<file path="config.mk">
export PLATFORM = sky130hd
export DESIGN_NAME = evt_timer_top
export DESIGN_NICKNAME = d
export VERILOG_FILES = /design/src/rtl/evt_timer_pkg.sv /design/src/rtl/evt_main_counter.sv /design/src/rtl/evt_comparator.sv /design/src/rtl/evt_timer_top.sv
export SDC_FILE = /design/constraint.sdc
export NUM_CORES = 1
export LEC_CHECK = 0
export CORE_MARGIN = 10
export CORE_UTILIZATION = 35
export CTS_CLUSTER_DIAMETER = 60
export DETAILED_ROUTE_END_ITERATION = 8
export PLACE_DENSITY = 0.55
export SLEW_MARGIN = 30
export SYNTH_ARGS = -nofsm -noshare
export SYNTH_HDL_FRONTEND = slang
export SYNTH_SLANG_ARGS = --single-unit
</file>
<file path="constraint.sdc">
create_clock -name clk_i -period 6.4 [get_ports clk_i]
set_input_delay 1.28 -clock clk_i [delete_from_list [all_inputs] [get_ports clk_i]]
set_output_delay 1.28 -clock clk_i [all_outputs]
set_load 0.02 [all_outputs]
</file>
<file path="src/rtl/evt_timer_pkg.sv">
package evt_timer_pkg;
  localparam int ADDR_W = 6;
  localparam int CMP_BASE = 4;
  localparam int CMP_STRIDE = 4;

  localparam logic [ADDR_W-1:0] A_GCFG = ADDR_W'(0);
  localparam logic [ADDR_W-1:0] A_STAT = ADDR_W'(1);
  localparam logic [ADDR_W-1:0] A_CNT  = ADDR_W'(2);

  // offsets inside a comparator block
  localparam int OFS_CFG = 0;
  localparam int OFS_TGT = 1;
  localparam int OFS_PER = 2;

  // control word bit positions
  localparam int CFG_LVL  = 1;
  localparam int CFG_IEN  = 2;
  localparam int CFG_PCAP = 3;
  localparam int CFG_PEN  = 4;
  localparam int CFG_WIDE = 5;
  localparam int CFG_W    = 6;

  typedef struct packed {
    logic wide;
    logic pen;
    logic pcap;
    logic ien;
    logic lvl;
  } cmp_cfg_t;

  function automatic logic [ADDR_W-1:0] cmp_addr(int idx, int ofs);
    return ADDR_W'(CMP_BASE + CMP_STRIDE * idx + ofs);
  endfunction

  function automatic logic [CFG_W-1:0] pack_cfg(cmp_cfg_t c);
    logic [CFG_W-1:0] w;
    w = '0;
    w[CFG_LVL]  = c.lvl;
    w[CFG_IEN]  = c.ien;
    w[CFG_PCAP] = c.pcap;
    w[CFG_PEN]  = c.pen;
    w[CFG_WIDE] = c.wide;
    return w;
  endfunction
endpackage

</file>
<file path="src/rtl/evt_main_counter.sv">
module evt_main_counter #(
  parameter int CNT_W = 64
) (
  input  logic             clk_i,
  input  logic             rst_ni,
  input  logic             en_i,
  input  logic             wr_i,
  input  logic [CNT_W-1:0] wdata_i,
  output logic [CNT_W-1:0] cnt_o
);
  logic [CNT_W-1:0] cnt_q;

  // software load is accepted only while stopped
  always_ff @(posedge clk_i or negedge rst_ni) begin
    if (!rst_ni) begin
      cnt_q <= '0;
    end else if (wr_i && !en_i) begin
      cnt_q <= wdata_i;
    end else if (en_i) begin
      cnt_q <= cnt_q + CNT_W'(1);
    end
  end

  assign cnt_o = cnt_q;
endmodule

</file>
<file path="src/rtl/evt_comparator.sv">
module evt_comparator #(
  parameter int CMP_W   = 64,
  parameter bit PER_CAP = 1'b1
) (
  input  logic             clk_i,
  input  logic             rst_ni,
  input  logic             en_i,
  input  logic [CMP_W-1:0] cnt_i,
  input  logic             cfg_we_i,
  input  logic             lvl_d_i,
  input  logic             ien_d_i,
  input  logic             pen_d_i,
  input  logic             tgt_we_i,
  input  logic             per_we_i,
  input  logic [CMP_W-1:0] val_i,
  input  logic             clr_i,
  output logic             lvl_o,
  output logic             ien_o,
  output logic             pen_o,
  output logic [CMP_W-1:0] tgt_o,
  output logic [CMP_W-1:0] per_o,
  output logic             stat_o,
  output logic             irq_o
);
  logic             lvl_q, ien_q, pen_q;
  logic [CMP_W-1:0] tgt_q, per_q;
  logic             stat_q, pulse_q;
  logic             match, fire;

  assign match = en_i && (cnt_i == tgt_q);
  assign fire  = match && ien_q;

  always_ff @(posedge clk_i or negedge rst_ni) begin
    if (!rst_ni) begin
      lvl_q <= 1'b0;
      ien_q <= 1'b0;
      pen_q <= 1'b0;
    end else if (cfg_we_i) begin
      lvl_q <= lvl_d_i;
      ien_q <= ien_d_i;
      pen_q <= PER_CAP && pen_d_i;
    end
  end

  // software write wins over periodic reload in the same cycle
  always_ff @(posedge clk_i or negedge rst_ni) begin
    if (!rst_ni) begin
      tgt_q <= '0;
    end else if (tgt_we_i) begin
      tgt_q <= val_i;
    end else if (match && pen_q) begin
      tgt_q <= tgt_q + per_q;
    end
  end

  always_ff @(posedge clk_i or negedge rst_ni) begin
    if (!rst_ni) begin
      per_q <= '0;
    end else if (per_we_i) begin
      per_q <= val_i;
    end
  end

  // a new level event outranks a clear in the same cycle
  always_ff @(posedge clk_i or negedge rst_ni) begin
    if (!rst_ni) begin
      stat_q  <= 1'b0;
      pulse_q <= 1'b0;
    end else begin
      if (fire && lvl_q) begin
        stat_q <= 1'b1;
      end else if (clr_i) begin
        stat_q <= 1'b0;
      end
      pulse_q <= fire && !lvl_q;
    end
  end

  assign irq_o  = en_i && (lvl_q ? stat_q : pulse_q);
  assign lvl_o  = lvl_q;
  assign ien_o  = ien_q;
  assign pen_o  = pen_q;
  assign tgt_o  = tgt_q;
  assign per_o  = per_q;
  assign stat_o = stat_q;
endmodule

</file>
<file path="src/rtl/evt_timer_top.sv">
module evt_timer_top
  import evt_timer_pkg::*;
#(
  parameter int                 NUM_CMP   = 3,
  parameter int                 CNT_W     = 64,
  parameter int                 NARROW_W  = 32,
  parameter logic [NUM_CMP-1:0] WIDE_MASK = NUM_CMP'(1),
  parameter logic [NUM_CMP-1:0] PER_MASK  = NUM_CMP'(1)
) (
  input  logic               clk_i,
  input  logic               rst_ni,
  input  logic               we_i,
  input  logic [ADDR_W-1:0]  addr_i,
  input  logic [CNT_W-1:0]   wdata_i,
  output logic [CNT_W-1:0]   rdata_o,
  output logic [NUM_CMP-1:0] irq_o
);
  logic               en_q;
  logic               cnt_wr;
  logic [CNT_W-1:0]   cnt_q;
  logic [NUM_CMP-1:0] stat_vec, lvl_vec, pen_vec, stat_clr_vec;
  logic [CNT_W-1:0]   cfg_word [NUM_CMP];
  logic [CNT_W-1:0]   tgt_word [NUM_CMP];
  logic [CNT_W-1:0]   per_word [NUM_CMP];

  always_ff @(posedge clk_i or negedge rst_ni) begin
    if (!rst_ni) begin
      en_q <= 1'b0;
    end else if (we_i && addr_i == A_GCFG) begin
      en_q <= wdata_i[0];
    end
  end

  assign cnt_wr = we_i && (addr_i == A_CNT);

  evt_main_counter #(.CNT_W(CNT_W)) u_cnt (
    .clk_i  (clk_i),
    .rst_ni (rst_ni),
    .en_i   (en_q),
    .wr_i   (cnt_wr),
    .wdata_i(wdata_i),
    .cnt_o  (cnt_q)
  );

  for (genvar n = 0; n < NUM_CMP; n++) begin : g_cmp
    localparam int CW = WIDE_MASK[n] ? CNT_W : NARROW_W;
    localparam logic [ADDR_W-1:0] A_CFG = cmp_addr(n, OFS_CFG);
    localparam logic [ADDR_W-1:0] A_TGT = cmp_addr(n, OFS_TGT);
    localparam logic [ADDR_W-1:0] A_PER = cmp_addr(n, OFS_PER);

    logic          ien_n;
    logic [CW-1:0] tgt_n, per_n;
    cmp_cfg_t      cfg_n;

    assign stat_clr_vec[n] = we_i && (addr_i == A_STAT) && wdata_i[n];

    evt_comparator #(.CMP_W(CW), .PER_CAP(PER_MASK[n])) u_cmp (
      .clk_i   (clk_i),
      .rst_ni  (rst_ni),
      .en_i    (en_q),
      .cnt_i   (cnt_q[CW-1:0]),
      .cfg_we_i(we_i && addr_i == A_CFG),
      .lvl_d_i (wdata_i[CFG_LVL]),
      .ien_d_i (wdata_i[CFG_IEN]),
      .pen_d_i (wdata_i[CFG_PEN]),
      .tgt_we_i(we_i && addr_i == A_TGT),
      .per_we_i(we_i && addr_i == A_PER),
      .val_i   (wdata_i[CW-1:0]),
      .clr_i   (stat_clr_vec[n]),
      .lvl_o   (lvl_vec[n]),
      .ien_o   (ien_n),
      .pen_o   (pen_vec[n]),
      .tgt_o   (tgt_n),
      .per_o   (per_n),
      .stat_o  (stat_vec[n]),
      .irq_o   (irq_o[n])
    );

    always_comb begin
      cfg_n      = '0;
      cfg_n.lvl  = lvl_vec[n];
      cfg_n.ien  = ien_n;
      cfg_n.pen  = pen_vec[n];
      cfg_n.pcap = PER_MASK[n];
      cfg_n.wide = WIDE_MASK[n];
    end
    assign cfg_word[n] = {{(CNT_W-CFG_W){1'b0}}, pack_cfg(cfg_n)};

    if (CW < CNT_W) begin : g_ext
      assign tgt_word[n] = {{(CNT_W-CW){1'b0}}, tgt_n};
      assign per_word[n] = {{(CNT_W-CW){1'b0}}, per_n};
    end else begin : g_full
      assign tgt_word[n] = tgt_n;
      assign per_word[n] = per_n;
    end
  end

  always_comb begin
    rdata_o = '0;
    if (addr_i == A_GCFG) begin
      rdata_o[0] = en_q;
    end else if (addr_i == A_STAT) begin
      rdata_o[NUM_CMP-1:0] = stat_vec;
    end else if (addr_i == A_CNT) begin
      rdata_o = cnt_q;
    end
    for (int n = 0; n < NUM_CMP; n++) begin
      if (addr_i == cmp_addr(n, OFS_CFG)) rdata_o = cfg_word[n];
      if (addr_i == cmp_addr(n, OFS_TGT)) rdata_o = tgt_word[n];
      if (addr_i == cmp_addr(n, OFS_PER)) rdata_o = per_word[n];
    end
  end
endmodule

</file>
==> flow_metrics.tcl <==
set metrics [dict create \
    yosys_warnings 0 \
    rr_worst_depth 12 \
    core_area_mm2 0.0629 \
    vias 19500 \
    clockBufferDepth 3 \
    rrSetupSlack_ns 2.39 \
    fin_crit_ns 5.52 \
    drv_slew 0 \
    hold_buffers 0 \
    numCtsBuffers 44 \
    first_global_vias 19800 \
    drc 0 \
    cts_setup_buffers 0 \
    setup.worst_path.start_class "primary input" \
    setup_viol 0 \
    clkSinkCount 334 \
    synthesis.area_mm2 0.0221 \
    crit_type "primary input to output pin" \
    fmax_mhz 181 \
    die_y_um 271 \
    cp.arrival_ns 4.24 \
    avgViaCountPerCell 5.81 \
    grt_usage 0.225 \
    seq_area_frac_synth 0.378 \
    ys_seq_elements 334 \
    final.setup.worst_slack_ns 0.878 \
    layout_common_cells "dfrtp_1 (333), nand2_1 (244), mux2_2 (203), a21oi_1 (202), nor2_1 (190)" \
    initial_core_util 0.352 \
    tns_ns 0 \
    io-pin-count 140 \
    period_share 0.863 \
    antenna_left 0 \
    routedWlPerCell_um 25.4 \
    place_hpwl_mm 63.0 \
    synth-edff-count 0 \
    antenna_found_initial 1 \
    final_common_cell "dfrtp_1" \
    status "finished, final reports clean" \
    post_cts_resized 0 \
    preCtsSetupSlack_ns 0.870 \
    drive_above_1_share 0.142 \
    grt_first_pass_wirelength_mm 128 \
    leakagePower_nw 11.2 \
    drt-total-wl_mm 85.3 \
    rows 92 \
    worstMarginPinSlew_ns 0.959 \
    cts.clk_slew.worst_paths_ns 0.05 \
    dr.pass1.iters 8 \
    die_x_um 271 \
    max-slew-margin-rel 0.358 \
    cp-end-kind "output pin" \
    cts_max_level 2 \
    critPathRequiredTime_ns 5.12 \
    synthFlopType "dfrtp_1" \
    final_core_util 0.409 \
    grt_setup_unrepaired "no" \
    skew_ns 0.0146 \
    io_buffers 139 \
    overflow 0 \
    irDropWorstVdd_mv 0.192 \
    syn_avg_cell_area_um2 9.12 \
    place.gp.congestion 0.962 \
    clk_latency_ns 0.60 \
    drv_cap 0 \
    syn_nets 2566 \
    hold_start "g_cmp[1].u_cmp.per_o[0]" \
    hold_slack_ns 0.500 \
    hold_viol 0 \
    netlist_instances 2428 \
    reg2reg_from "u_cnt.cnt_o[12]" \
    grt_max_degree 114 \
    worstReg2RegEnd "g_cmp[0].u_cmp.tgt_o[62]" \
    tritoncts "built" \
    whs_path_depth 1 \
    async_reset_ff_frac 1.00 \
    hp-class "flip-flop to flip-flop" \
    dieArea_mm2 0.0737 \
    fin_nets 2621 \
    synth.distinct_cells 83 \
    drt_iter0_drc 1963 \
    cellPowerDensity_mw_per_mm2 318 \
    crit_fanout 12 \
    cts-root-buf "clkbuf_16" \
    synthToLayoutAreaGrowth_pct 16.3 \
    hold_end "g_cmp[1].u_cmp.per_o[0]" \
]
-- area by class of cell --
class	instances	area, um2
clock inverter	16	196
clock buffer	63	1240
sequential	334	8360
fill	6343	37100
inverter	36	135
timing repair buffer	172	1720
multi-input combinational	1895	13000
antenna	1	2.50
tap	846	1060
-- sequential cells by signal (all words and copies together), names as in the netlist --
name and cells:
en_q 1, g_cmp.u_cmp.ien_o 3, g_cmp.u_cmp.lvl_o 3, g_cmp.u_cmp.pen_o 1, g_cmp.u_cmp.per_o 128, g_cmp.u_cmp.pulse_q 3, g_cmp.u_cmp.stat_o 3, g_cmp.u_cmp.tgt_o 128
u_cnt.cnt_o 64
-- layer usage --
metal / global-route usage / share of wire / vias up
li1: - / - / 8895
met3: 0.0331 / 0.060 / 137
met5: 0 / 0 / -
met1: 0.305 / 0.45 / 9779
met2: 0.359 / 0.46 / 725
met4: 0.0804 / 0.032 / 0
-- power breakdown --
part           total (mW)  internal [mW]  switching, mW
Sequential           2.99           2.43          0.558
Combinational        2.72           1.11           1.61
Clock                2.48           1.45           1.03
Total                8.19           4.99           3.20
-- cell families (layout without fill, tap and decap cells) --
family                   count (synthesis)  count (layout)  share of synthesized area
adder cells (fa/ha/maj)                 65              65                     0.0371
other                                    0               1                          0
buffers and inverters                  199             287                     0.0369
AO/OA/AOI/OAI                          615             615                      0.171
XOR/XNOR                               163             163                     0.0645
flip-flops                             334             334                      0.378
multiplexers                           324             324                      0.158
AND/OR/NAND/NOR                        728             728                      0.155
-- cells in the mapped netlist, types with 16 or more instances --
master / number / area share
dfrtp_1: 334 / 0.38
nand2_1: 247 / 0.042
mux2_2: 203 / 0.10
a21oi_1: 202 / 0.046
nor2_1: 191 / 0.032
o21ai_0: 164 / 0.037
mux2i_1: 120 / 0.054
clkbuf_1: 99 / 0.017
xor2_1: 95 / 0.038
xnor2_1: 68 / 0.027
ha_1: 64 / 0.036
nand3_1: 60 / 0.014
nand4_1: 50 / 0.014
o22ai_1: 44 / 0.012
inv_1: 36 / 0.0061
nor4_1: 34 / 0.0096
a22oi_1: 31 / 0.011
nor2b_1: 31 / 0.0088
nor3_1: 31 / 0.0070
a21o_1: 30 / 0.010
buf_1: 28 / 0.0047
buf_2: 27 / 0.0061
and3_1: 22 / 0.0062
a211oi_1: 21 / 0.0071
o21bai_1: 16 / 0.0054
-- critical path: stages --
cell             delay (ns)
clkdlybuf4s50_1        0.60
inv_1                  0.41
nand2_1                0.16
nor2_1                 0.55
a22oi_1                0.18
o21ai_0                0.17
nor3_1                 0.09
a21oi_1                0.16
clkdlybuf4s50_1        0.63
-- through the flow --
step                total power, mW  std cells  instance area (um2)
detailed placement             5.68       3283                24300
floorplan                      4.70       2428                22100
finish                         8.19       3363                25700
global placement               5.64       3281                24200
CTS                            8.19       3362                25700
global route                   8.60       3363                25700
-- worst max-delay path by stage --
stage | slack, ns | endpoint | from | cells past startpoint
global placement | 0.84 | rdata_o[4] | addr_i[0] | 9
CTS | 0.87 | rdata_o[10] | addr_i[1] | 8
detailed placement | 0.87 | rdata_o[2] | addr_i[0] | 9
finish | 0.88 | rdata_o[4] | addr_i[0] | 9
floorplan | 1.94 | rdata_o[2] | addr_i[0] | 8
global route | 0.67 | rdata_o[2] | addr_i[0] | 9
(Power assumes the default switching activity.)
